===== config.mk =====
export PLATFORM = sky130hd
export DESIGN_NAME = rtc_regport
export DESIGN_NICKNAME = d
export VERILOG_FILES = /design/src/rtl/rtc_regport_pkg.sv /design/src/rtl/rtc_index_decode.sv /design/src/rtl/rtc_byte_store.sv /design/src/rtl/rtc_flag_reg.sv /design/src/rtl/rtc_regport.sv
export SDC_FILE = /design/constraint.sdc
export NUM_CORES = 1
export LEC_CHECK = 0
export BUFFER_PORTS_ARGS = -buffer_cell sky130_fd_sc_hd__buf_4
export CAP_MARGIN = 20
export CORE_MARGIN = 10
export CORE_UTILIZATION = 35
export CTS_CLUSTER_SIZE = 24
export DETAILED_ROUTE_END_ITERATION = 16
export GPL_TIMING_DRIVEN = 0
export PLACE_DENSITY_LB_ADDON = 0.1
export SLEW_MARGIN = 20
export SYNTH_ARGS = -nofsm -noshare
export SYNTH_HDL_FRONTEND = slang
export SYNTH_SLANG_ARGS = --single-unit

===== constraint.sdc =====
create_clock -name clk -period 5.9 [get_ports clk]
set_input_delay 1.475 -clock clk [delete_from_list [all_inputs] [get_ports clk]]
set_output_delay 1.475 -clock clk [all_outputs]
set_load 0.01 [all_outputs]

===== src/rtl/rtc_regport_pkg.sv =====
// Package: shared widths, fixed location indices and the decode select type
// for the indexed RTC register port. Assumes byte-wide host data.
package rtc_regport_pkg;
    localparam int unsigned BYTE_W     = 8;
    localparam int unsigned FIXED_LOCS = 14;
    localparam logic [BYTE_W-1:0] LOC_A = 8'h0A;
    localparam logic [BYTE_W-1:0] LOC_B = 8'h0B;
    localparam logic [BYTE_W-1:0] LOC_C = 8'h0C;
    localparam logic [BYTE_W-1:0] LOC_D = 8'h0D;

    typedef enum logic [2:0] {
        SEL_STORE,
        SEL_A,
        SEL_B,
        SEL_C,
        SEL_D,
        SEL_NONE
    } sel_e;
endpackage


===== src/rtl/rtc_index_decode.sv =====
// Module: rtc_index_decode
// Maps the host index byte to a target select and a byte-store address.
// Assumes N_LOC <= 2**BYTE_W. Indices at or above N_LOC select nothing.
module rtc_index_decode
    import rtc_regport_pkg::*;
#(
    parameter int unsigned N_LOC = 64,
    localparam int unsigned AW   = $clog2(N_LOC)
) (
    input  logic [BYTE_W-1:0] idx,
    output sel_e              sel,
    output logic [AW-1:0]     store_addr
);
    // Classify the index into control register, byte store or out of range.
    always_comb begin
        if (32'(idx) >= N_LOC)  sel = SEL_NONE;
        else if (idx == LOC_A)  sel = SEL_A;
        else if (idx == LOC_B)  sel = SEL_B;
        else if (idx == LOC_C)  sel = SEL_C;
        else if (idx == LOC_D)  sel = SEL_D;
        else                    sel = SEL_STORE;
    end

    assign store_addr = idx[AW-1:0];
endmodule


===== src/rtl/rtc_byte_store.sv =====
// Module: rtc_byte_store
// Flat byte array that holds the time, alarm and RAM bytes. One write port and
// one combinational read port. Cleared by the synchronous reset. Assumes the
// decoder keeps addresses below DEPTH.
module rtc_byte_store
    import rtc_regport_pkg::*;
#(
    parameter int unsigned DEPTH = 64,
    localparam int unsigned AW   = $clog2(DEPTH)
) (
    input  logic              clk,
    input  logic              rst_n,
    input  logic              we,
    input  logic [AW-1:0]     addr,
    input  logic [BYTE_W-1:0] wdata,
    output logic [BYTE_W-1:0] rdata
);
    logic [BYTE_W-1:0] mem [DEPTH];

    // Clear every byte on reset and otherwise store on a write strobe.
    always_ff @(posedge clk) begin
        if (!rst_n) begin
            for (int i = 0; i < DEPTH; i++) mem[i] <= '0;
        end else if (we) begin
            mem[addr] <= wdata;
        end
    end

    assign rdata = mem[addr];


    store_write_chk: assert property (@(posedge clk) disable iff (!rst_n)
        we |=> (rdata == $past(wdata)) || (addr != $past(addr)));
endmodule


===== src/rtl/rtc_flag_reg.sv =====
// Module: rtc_flag_reg
// Event flag register. Each bit sets on its event pulse and all bits clear on
// a clear strobe (a host read). A set that coincides with a clear wins. Also
// forms the summary request from the flags and their enables.
module rtc_flag_reg #(
    parameter int unsigned N_EVT = 3
) (
    input  logic             clk,
    input  logic             rst_n,
    input  logic [N_EVT-1:0] evt,
    input  logic [N_EVT-1:0] en,
    input  logic             clr,
    output logic [N_EVT-1:0] flags,
    output logic             irqf
);
    // Latch event pulses and clear on a read of the flag register.
    always_ff @(posedge clk) begin
        if (!rst_n) flags <= '0;
        else        flags <= (clr ? '0 : flags) | evt;
    end

    assign irqf = |(flags & en);


    flag_set_chk: assert property (@(posedge clk) disable iff (!rst_n)
        (evt != '0) |=> ((flags & $past(evt)) == $past(evt)));

    flag_hold_chk: assert property (@(posedge clk) disable iff (!rst_n)
        (!clr && evt == '0) |=> $stable(flags));

    flag_clear_chk: assert property (@(posedge clk) disable iff (!rst_n)
        (clr && evt == '0) |=> (flags == '0));
endmodule


===== src/rtl/rtc_regport.sv =====
// Module: rtc_regport (top)
// Indexed host port for an RTC: index register, control registers A to D,
// time/alarm/RAM byte store and the interrupt request. Assumes the host raises
// at most one of idx_we, data_we and data_re per cycle, and that event inputs
// are single-cycle pulses.
module rtc_regport
    import rtc_regport_pkg::*;
#(
    parameter int unsigned RAM_BYTES = 50
) (
    input  logic              clk,
    input  logic              rst_n,
    input  logic              idx_we,
    input  logic              data_we,
    input  logic              data_re,
    input  logic [BYTE_W-1:0] wdata,
    output logic [BYTE_W-1:0] rdata,
    input  logic              uip_in,
    input  logic              upd_evt,
    input  logic              alm_evt,
    input  logic              per_evt,
    output logic [6:0]        ctrl_a,
    output logic [BYTE_W-1:0] ctrl_b,
    output logic              irq_n
);
    localparam int unsigned N_LOC = FIXED_LOCS + RAM_BYTES;
    localparam int unsigned AW    = $clog2(N_LOC);
    localparam int unsigned N_EVT = 3;

    logic [BYTE_W-1:0] idx_q;
    sel_e              sel;
    logic [AW-1:0]     saddr;
    logic [BYTE_W-1:0] store_rd;
    logic [6:0]        a_q;
    logic [BYTE_W-1:0] b_q;
    logic [N_EVT-1:0]  flags;
    logic              irqf;
    logic              vrt_q;
    logic [BYTE_W-1:0] rd_val;
    logic [BYTE_W-1:0] rdata_q;

    rtc_index_decode #(.N_LOC(N_LOC)) u_dec (
        .idx        (idx_q),
        .sel        (sel),
        .store_addr (saddr)
    );

    rtc_byte_store #(.DEPTH(N_LOC)) u_store (
        .clk   (clk),
        .rst_n (rst_n),
        .we    (data_we && sel == SEL_STORE),
        .addr  (saddr),
        .wdata (wdata),
        .rdata (store_rd)
    );

    rtc_flag_reg #(.N_EVT(N_EVT)) u_flags (
        .clk   (clk),
        .rst_n (rst_n),
        .evt   ({per_evt, alm_evt, upd_evt}),
        .en    (b_q[6:4]),
        .clr   (data_re && sel == SEL_C),
        .flags (flags),
        .irqf  (irqf)
    );

    // Index register: loaded by the index strobe.
    always_ff @(posedge clk) begin
        if (!rst_n)      idx_q <= '0;
        else if (idx_we) idx_q <= wdata;
    end

    // Control registers A (low seven bits) and B: host-writable.
    always_ff @(posedge clk) begin
        if (!rst_n) begin
            a_q <= '0;
            b_q <= '0;
        end else if (data_we) begin
            if (sel == SEL_A) a_q <= wdata[6:0];
            if (sel == SEL_B) b_q <= wdata;
        end
    end

    // Valid bit: set by reset, no monitoring input can clear it.
    always_ff @(posedge clk) begin
        if (!rst_n) vrt_q <= 1'b1;
    end

    // Read multiplexer over every decoded target.
    always_comb begin
        case (sel)
            SEL_A:     rd_val = {uip_in, a_q};
            SEL_B:     rd_val = b_q;
            SEL_C:     rd_val = {irqf, flags, 4'b0000};
            SEL_D:     rd_val = {vrt_q, 7'b0000000};
            SEL_STORE: rd_val = store_rd;
            default:   rd_val = '0;
        endcase
    end

    // Read data register: captured on the read strobe, held otherwise.
    always_ff @(posedge clk) begin
        if (!rst_n)       rdata_q <= '0;
        else if (data_re) rdata_q <= rd_val;
    end

    assign rdata  = rdata_q;
    assign ctrl_a = a_q;
    assign ctrl_b = b_q;
    assign irq_n  = ~irqf;


    uip_read_chk: assert property (@(posedge clk) disable iff (!rst_n)
        (data_re && sel == SEL_A) |=> (rdata[7] == $past(uip_in)));

    ro_write_chk: assert property (@(posedge clk) disable iff (!rst_n)
        (data_we && (sel == SEL_C || sel == SEL_D)) |=> ($stable(ctrl_a) && $stable(ctrl_b)));

    valid_read_chk: assert property (@(posedge clk) disable iff (!rst_n)
        (data_re && sel == SEL_D) |=> (rdata == 8'h80));

    oor_read_chk: assert property (@(posedge clk) disable iff (!rst_n)
        (data_re && sel == SEL_NONE) |=> (rdata == 8'h00));

    c_low_zero_chk: assert property (@(posedge clk) disable iff (!rst_n)
        (data_re && sel == SEL_C) |=> (rdata[3:0] == 4'h0));
endmodule


# --- Yosys cells after proc, flatten, opt, wreduce, memory -nomap -nowiden ---
# Memories as Yosys holds them, arrays and structs flattened. A register that Yosys moved wholly into a read port is not among the register bits.
# Cells that the tools add are included.
classes:
  add_sub_neg: 0
  multipliers: 0
  div: 0
  magnitude_cmp: 1
  n_eq_ne: 8
  shift: 0
  muxes: 16
  bitwise: 3
  reduce_logical: 7
op_table:
  columns: ["op", "count"]
  rows:
  - ["8-bit case mux with 5 select lines", 1]
  - ["8-bit by 4-bit equality test with 1-bit output, second input constant", 4]
  - ["3-bit 2-to-1 mux", 6]
  - ["6-bit 2-to-1 mux", 3]
  - ["8-bit by 7-bit greater-or-equal comparator with 1-bit output, second input constant", 1]
  - ["8-bit 2-to-1 mux", 1]
  - ["8-bit OR reduction", 1]
  - ["3-bit by 2-bit equality test with 1-bit output, second input constant", 2]
  - ["1-bit 2-to-1 mux", 5]
  - ["2-bit AND reduction", 2]
  - ["3-bit AND", 1]
  - ["3-bit by 1-bit equality test with 1-bit output, second input constant", 1]
  - ["3-bit equality test, second input constant", 1]
  - ["3-bit logical NOT", 1]
  - ["3-bit OR", 1]
  - ["3-bit OR reduction", 1]
  - ["1-bit logical AND", 2]
  - ["1-bit NOT", 1]
word_totals:
  reg_bits: 34
  latch_bits: 0
  mem_bits_rw: 512
  romBits: 0
  inputBits: 17
  output_inout_bits: 24
  word_cells: 41
  n_memories: 1
memory_table:
  columns: ["memory", "depth", "width", "read_ports", "rd_ports_with_merged_regs", "wr", "line", "rtl"]
  rows:
  - ["u_store.mem", 64, 8, 1, 1, 64, "rtc_byte_store.sv:18", "logic [BYTE_W-1:0] mem [DEPTH];"]

# --- Logic depth before layout (Yosys ltp) ---
# Gate-level depths: netlist of the first run.
depth:
  ltp_word: 13
  depth_mapped: 10
  depth_no_buf: 5

# --- By module ---
# Synthesis of the first run repeated with hierarchy kept, for this count alone.
unflattened:
  hier_cells: 1977
  area_unflattened_um2: 25569.5
modules_own_cells:
  columns: ["mod", "instances", "cells_per_inst", "area_each_um2"]
  rows:
  - ["rtc_byte_store", 1, 1815, 23924.2]
  - ["rtc_regport", 1, 136, 1412.6]
  - ["rtc_index_decode", 1, 15, 117.6]
  - ["rtc_flag_reg", 1, 11, 115.1]

# --- Worst setup path before layout of the first run ---
# OpenSTA, ideal clock, no wires.
synth_path:
  path_kind: "in2reg"
  from: "input port rst_n"
  to: "memory u_store.mem[56][0] (enable)"
  setup_ns: 0.384
  arrival_time_ns: 3.191
  t_required_ns: 5.516
  path_slack_ns: 2.325
  cell_stages: 6
  n_path_buf: 2
  path_cell_list: "buf_2 nor4bb_1 and2_1 nand3_1 clkbuf_1 o21ai_0"
synth_lines:
  columns: ["element", "line", "rtl"]
  rows:
  - ["from (decl)", "rtc_regport.sv:12", "input logic rst_n,"]
  - ["to (decl)", "rtc_byte_store.sv:18", null]

==> summary.txt, run 1 <==
Global route
  – First-pass GRT wire length: 125000 microns
  – Largest net degree at the start of global routing: 18
  – GRT Overall Usage: 21.3%
  – Initial antenna violation count: 4
  – Vias in the first global route: 16000
  – Grt total ovfl: 0

Placed design
  – DP HPWL: 63600 microns
  – DP Worst Slack: 1.33 ns
  – GP Congestion: between 0.9 and 1
  – IO Port Bufs: 30

Routing
  – Vias post-DR: roughly 16000
  – First DRT Iteration DRCs: 2009
  – Wire per inst: around 31 microns
  – ANT nets after route: 0
  – Vias/cell: 5.47
  – Final WL: between 80000 and 90000 microns
  – Number of remaining DRC errors: 0
  – Total iterations of the first detailed-routing run: 5

Critical path
  – Crit path from: rst_n
  – CP Data Arrival Time: 4.25 ns
  – Crit path depth: 6
  – RR Endpoint: rdata[6]
  – Critical Path End: u_store.mem[58][1]
  – R2R cell count: 8
  – Worst-path fanout max: 10
  – CP max stage cell: o21ai_1
  – Worst setup SP type: primary input
  – Critical path class: primary input to flop
  – Crit path required time: 6.14 ns
  – Critical-path cell list: buf_2 > nor4bb_1 > and2_1 > nand3_1 > clkbuf_1 > o21ai_1
  – CP endpoint kind: flop
  – Reg2reg setup slack: 2.04 ns
  – Cell family with most CP delay: simple AND/OR/NAND/NOR gates
  – Slowest cell delay on critical path: about 0.80 ns
  – Worst Path Buf+Inv: 2

Die
  – Core area: 0.0715 sq mm
  – Vert. Die Dim: around 290 microns
  – Std-Cell Rows: 98
  – Die area: 0.0833 sq mm
  – IO Count: 41
  – Die W: around 290 microns
  – Initial Util: 35.3%

STA
  – Fin. max-slew vios: 0
  – Hold slack: 0.525 ns
  – Setup ws final: 1.90 ns
  – Fmax: 250 MHz
  – RSZ-0062 raised after global routing: no
  – Final hold vios: 0
  – Worst Tran Pin Value: 1.19 ns
  – Crit path time final: 4.00 ns
  – Max_slew headroom: 20.5%
  – Setup violators final: 0
  – Setup TNS: 0 ns
  – Final period util: 67.9%
  – Clock skew: 0.00953 ns

Synthesis
  – Seq/Total Area, Yosys: 64.1%
  – Yosys synthesis warning count: 0
  – Share of flip-flops with an asynchronous set or reset: 0%
  – Main synth FF type: edfxtp_1
  – Synthesized netlist cell count: 1752
  – Synth area leaders: edfxtp_1 61%, and2_1 12%, mux4_2 9.3%, dfxtp_1 3.2%, mux2i_1 1.8%
  – Area of the mapped netlist: 0.0252 sq mm
  – Most common cell in the synthesized netlist: edfxtp_1
  – Mean post-synth cell area: about 14 sq um
  – Synth top area share: 60.9%
  – Synth Register Bits: approximately 550
  – Distinct cells, synth: between 50 and 60
  – Cell taking the most area after synthesis: edfxtp_1
  – Post-synth EDFFs: between 500 and 600
  – Top cells by count, synth: 512 x edfxtp_1, 467 x and2_1, 104 x mux4_2

Cells and area
  – FILL cells: 6658
  – Share of cells above drive strength 1: between 10% and 20%
  – Syn-to-layout area delta: 14.4%
  – Ant. Diodes: 0
  – Finished Core Util: 40.4%
  – Nets@finish: approximately 1900

Clock network
  – Worst-Skew Late Latency: 0.63 ns
  – CTS tree: done
  – Post-CTS setup repair buffer count: 0
  – CTS buffer count: 59
  – CTS max path bufs: 3
  – Cts repair resizes: 0
  – Root Buffer: clkbuf_16
  – # H-tree levels: 2
  – Sink Count: 552
  – Hold_buf cts: 0
  – Clock transition at path regs: 0.06 ns

Flow run
  – Max cap viols: 0

Min path
  – Hold crit path type: flop to flop

Power
  – Power Density: just over 300 mW/mm^2
  – Worst vdd ir: between 0.0002 and 0.00025 V
  – Leakage: 0.0104 uW

Run status
  – Outcome: completed
==> area by class of cell <==
cell class | count | area [sq um] | share of cell area, %
multi-input cells | 1079 | 8530 | 29.5
well taps | 950 | 1190 | 4.12
plain buffers | 145 | 642 | 2.22
clock buffers | 70 | 1520 | 5.26
inverters | 7 | 26.3 | 0.0910
repair buffers | 51 | 392 | 1.36
flip-flops and latches | 552 | 16200 | 56.0
clock inverters | 38 | 397 | 1.37
==> stage by stage <==
| stage | power [uW] | area [sq um] | cells |
|---|---|---|---|
| after CTS | 9040 | 28900 | 2891 |
| after global placement | 5300 | 26800 | 2763 |
| after detailed placement | 5310 | 26900 | 2783 |
| after global routing | 9230 | 28900 | 2892 |
| final | 9000 | 28900 | 2892 |
| after floorplan | 4920 | 25400 | 1783 |
==> registers in the layout, summed over array words and instances, names as in the netlist, named ones only <==
name	count
u_store.mem	512
ctrl_b	8
idx_q	8
rdata	8
ctrl_a	7
u_flags.flags	3
==> power breakdown <==
group	internal (uW)	switching [uW]
Sequential	4420	48.9
Clock	2180	1590
Combinational	228	548
Total	6820	2180
==> placed cells by master (no fill, tap or decap), drive strengths merged, types with 3 or more instances in the layout <==
master    instances
edfxtp          512
and2            467
clkbuf          172
mux4            114
nor2            100
buf              94
o21ai            67
mux2i            46
dfxtp            40
conb             32
nand2            25
clkinv           24
a22oi            22
nand3            21
and3             21
mux2             19
nor2b            18
nor3             18
a21oi            16
nand2b           11
o22ai            10
inv              10
a2111oi           8
bufinv            8
o31ai             6
a211oi            5
a22o              5
nor3b             4
a32oi             4
nand3b            3
or3               3
nor4              3
a221o             3
o2bb2ai           3
clkinvlp          3
==> layer usage <==
layer  up-vias  part of all wire [%]  GRT usage, %
met1      8153                    43          29.7
met3       156                   7.8          3.96
li1       6760                     -             -
met2       747                    45          33.2
met4         2                   3.5          7.15
met5         -                 0.012             0
==> cells by family (layout without fill, tap and decap cells) <==
| logic type | Yosys count | in the layout | synth area share, % |
|---|---|---|---|
| AOI/OAI and AO/OA | 165 | 165 | 4.23 |
| buffers and inverters | 152 | 311 | 2.60 |
| DFF | 552 | 552 | 64.1 |
| muxes | 179 | 179 | 13.0 |
| other | 1 | 32 | 0.0149 |
| and+or+nand+nor | 703 | 703 | 16.1 |
==> worst min path at each step <==
stage | startpoint | to | slack [ns] | depth (start not counted)
after global placement | u_flags.flags[1] | u_flags.flags[1] | 0.50 | 2
after CTS | u_flags.flags[0] | u_flags.flags[0] | 0.52 | 2
after detailed placement | u_flags.flags[0] | u_flags.flags[0] | 0.51 | 2
after global routing | ctrl_a[6] | ctrl_a[6] | 0.56 | 2
after floorplan | u_flags.flags[1] | u_flags.flags[1] | 0.47 | 2
final | u_flags.flags[0] | u_flags.flags[0] | 0.53 | 2
==> worst register-to-register path, delay by kind of cell (launching register included) <==
| kind | cells | cell delay [ns] |
|---|---|---|
| compound gates | 3 | 1.54 |
| simple gates | 2 | 0.50 |
| flops | 1 | 0.31 |
| buf+inv | 3 | 1.34 |
(Power assumes the default switching activity.)
==> run 2: changes to the inputs <==
ABC_AREA = 1   (was unset)
clock period = 4 ns   (was 5.9 ns; I/O delays follow)
==> summary.txt, run 2 <==
Run status
  – Outcome: completed

Die
  – IO Count: 41
  – Initial Util: 35.3%
  – Core area: 0.0715 sq mm
  – Vert. Die Dim: between 200 and 300 microns
  – Std-Cell Rows: 98
  – Die area: 0.0831 sq mm
  – Die W: 288 microns

Routing
  – Vias post-DR: 21000
  – Total iterations of the first detailed-routing run: 5
  – ANT nets after route: 0
  – Final WL: 113000 microns
  – Wire per inst: 29.7 microns
  – Vias/cell: 5.50
  – Number of remaining DRC errors: 0
  – First DRT Iteration DRCs: 2772

Global route
  – Grt total ovfl: 0
  – GRT Overall Usage: between 20% and 30%
  – Initial antenna violation count: 3
  – Vias in the first global route: 20100
  – Largest net degree at the start of global routing: 18
  – First-pass GRT wire length: 155000 microns

STA
  – Fin. max-slew vios: 0
  – Final period util: 98.3%
  – Setup violators final: 0
  – Worst Tran Pin Value: 1.27 ns
  – Hold slack: around 0.48 ns
  – RSZ-0062 raised after global routing: yes
  – Fmax: 254 MHz
  – Crit path time final: 3.93 ns
  – Clock skew: 0.0196 ns
  – Max_slew headroom: 15.6%
  – Final hold vios: 0
  – Setup TNS: 0 ns

Cells and area
  – Nets@finish: 2832
  – FILL cells: 7205
  – Reg with most FFs: u_store.mem
  – Largest register FFs: 512
  – Syn-to-layout area delta: 15.3%
  – Non-filler cells in the finished layout: 3815
  – Share of cells above drive strength 1: 8.00%
  – Design Area, Final: 0.0291 sq mm
  – Most common cell after layout, fill and taps aside: nor2_1
  – Most frequent cells in the layout: 670 x nor2_1, 512 x edfxtp_1, 479 x nand2_1, 307 x nand3_1, 195 x o21ai_0

Clock network
  – Root Buffer: clkbuf_16
  – Clock transition at path regs: 0.06 ns
  – # H-tree levels: 3
  – Hold_buf cts: 0
  – Worst-Skew Late Latency: ~0.62 ns
  – CTS max path bufs: 3
  – Cts repair resizes: 0
  – CTS buffer count: 66
  – Post-CTS setup repair buffer count: 0
  – CTS tree: done
  – Sink Count: 552

Critical path
  – CP Data Arrival Time: between 4 and 5 ns
  – Crit path required time: 4.26 ns
  – Reg2reg setup slack: 0.07 ns
  – Worst setup SP type: flop
  – Crit Reg-Reg Startpoint: idx_q[2]
  – R2R cell count: 9
  – RR Endpoint: u_store.mem[5][6]
  – Critical path class: flop to flop
  – Worst-path fanout max: 10
  – CP endpoint kind: flop

Min path
  – Sink of the worst hold path: ctrl_b[7]
  – Hold path cells: 2
  – Hold crit path type: flop to flop
  – Hold_sp: ctrl_b[7]

Synthesis
  – Synth Area in Simple Gates: 25.5%
  – Main synth FF type: edfxtp_1
  – Post-synthesis xor/xnor area fraction: 0%
  – Area share of fa/ha/maj cells after synthesis: 0%
  – Post-synth EDFFs: approximately 510
  – Main combinational cell family by area after synthesis: simple AND/OR/NAND/NOR gates
  – Synth area leaders: edfxtp_1 61%, nor2_1 10%, nand2_1 7.1%, nand3_1 6.1%, o21ai_0 3.9%
  – Mean post-synth cell area: 9.46 sq um
  – Yosys synthesis warning count: 0
  – Synth top area share: 61.0%
  – Cell taking the most area after synthesis: edfxtp_1
  – Synth Register Bits: 552
  – Synthesized netlist cell count: 2665
  – Compound-Gate Fraction of Synth Area: 5.19%
  – Post-synthesis mux area share: 0%
  – Top cells by count, synth: 670 x nor2_1, 512 x edfxtp_1, 479 x nand2_1
  – Most common cell in the synthesized netlist: nor2_1
  – Distinct cells, synth: 31
  – Share of flip-flops with an asynchronous set or reset: 0%
  – Seq/Total Area, Yosys: 64.2%
  – Area of the mapped netlist: 0.0252 sq mm

Power
  – Power Density: 485 mW/mm^2
  – Worst vdd ir: 0.000290 V
  – Leakage: 0.0116 uW

Placed design
  – GP Congestion: 1.02
  – Placed cells: 3696
  – IO Port Bufs: 38
  – Placed cell areas: roughly 0.027 sq mm
  – DP HPWL: 80200 microns

Flow run
  – Max cap viols: 0
[run 2: cell count changes after synthesis, moves of 46 or more]
cell and change:
o21ai_0 +128, mux4_2 -104, and2_1 -467, clkbuf_1 +53, nor2_1 +570, mux2i_1 -46, inv_1 +140, nand2_1 +454
nand3_1 +286
[run 2: worst max-delay path by stage]
stage	slack, ns	start	cells after the start	end
CTS	0.13	idx_q[2]	9	u_store.mem[5][4]
detailed placement	-0.25	rst_n	5	u_store.mem[5][5]
finish	0.07	idx_q[2]	9	u_store.mem[5][6]
global placement	-1.16	idx_q[0]	5	u_store.mem[49][7]
floorplan	1.14	rst_n	5	u_store.mem[63][0]
global route	-0.01	idx_q[2]	9	u_store.mem[14][4]
[run 2: routing by layer]
| metal | vias to the layer above | wire length (microns) | GRT usage (%) |
|---|---|---|---|
| met5 | - | 11 | 0 |
| met4 | 2 | 5610 | 11.9 |
| met3 | 255 | 9580 | 5.33 |
| met2 | 1076 | 51100 | 42.1 |
| met1 | 10500 | 46800 | 35.7 |
| li1 | 9166 | - | - |
[run 2: cell type report]
class / count / area, sq um / area share [%]
Clock inverter: 25 / 205 / 0.706
Sequential cell: 552 / 16200 / 55.7
Clock buffer: 92 / 1860 / 6.39
Antenna cell: 1 / 2.50 / 0.00861
Inverter: 164 / 616 / 2.12
Timing Repair Buffer: 51 / 402 / 1.38
Tap cell: 950 / 1190 / 4.09
Multi-Input combinational cell: 1805 / 7920 / 27.3
Buffer: 175 / 687 / 2.36
[run 2: per-stage QoR]
step           total power [uW]  utilization [%]  setup WS, ns
2_1_floorplan              7410                -          1.14
3_3_place_gp               8210             37.5         -1.16
3_5_place_dp               8230             37.7        -0.246
4_1_cts                   14100             40.6         0.131
5_1_grt                   14400             40.6       -0.0137
6_report                  14100             40.6        0.0689
[run 2: worst max-delay path, cell delays in order, from the launching register on]
cell	delay, ns
dfxtp_1	0.38
inv_2	0.24
nor3_2	0.16
nand2_2	0.15
o311ai_2	0.17
nor2_8	0.26
nand3_2	0.32
nor3_2	0.86
nand2_1	0.53
nand2_1	0.48
[run 2: logic make-up after synthesis]
logic type | after synthesis
AO/OA/AOI/OAI | 249
flip-flops | 552
buffers and inverters | 339
other | 1
AND/OR/NAND/NOR | 1524
[run 2: power breakdown]
part | switching (uW) | total [uW] | leakage, uW | internal, uW
clock | 2470 | 5910 | 0.00100 | 3430
sequential | 72.2 | 6570 | 0.00563 | 6500
combinational | 1300 | 1610 | 0.00498 | 311
total | 3840 | 14100 | 0.0116 | 10200
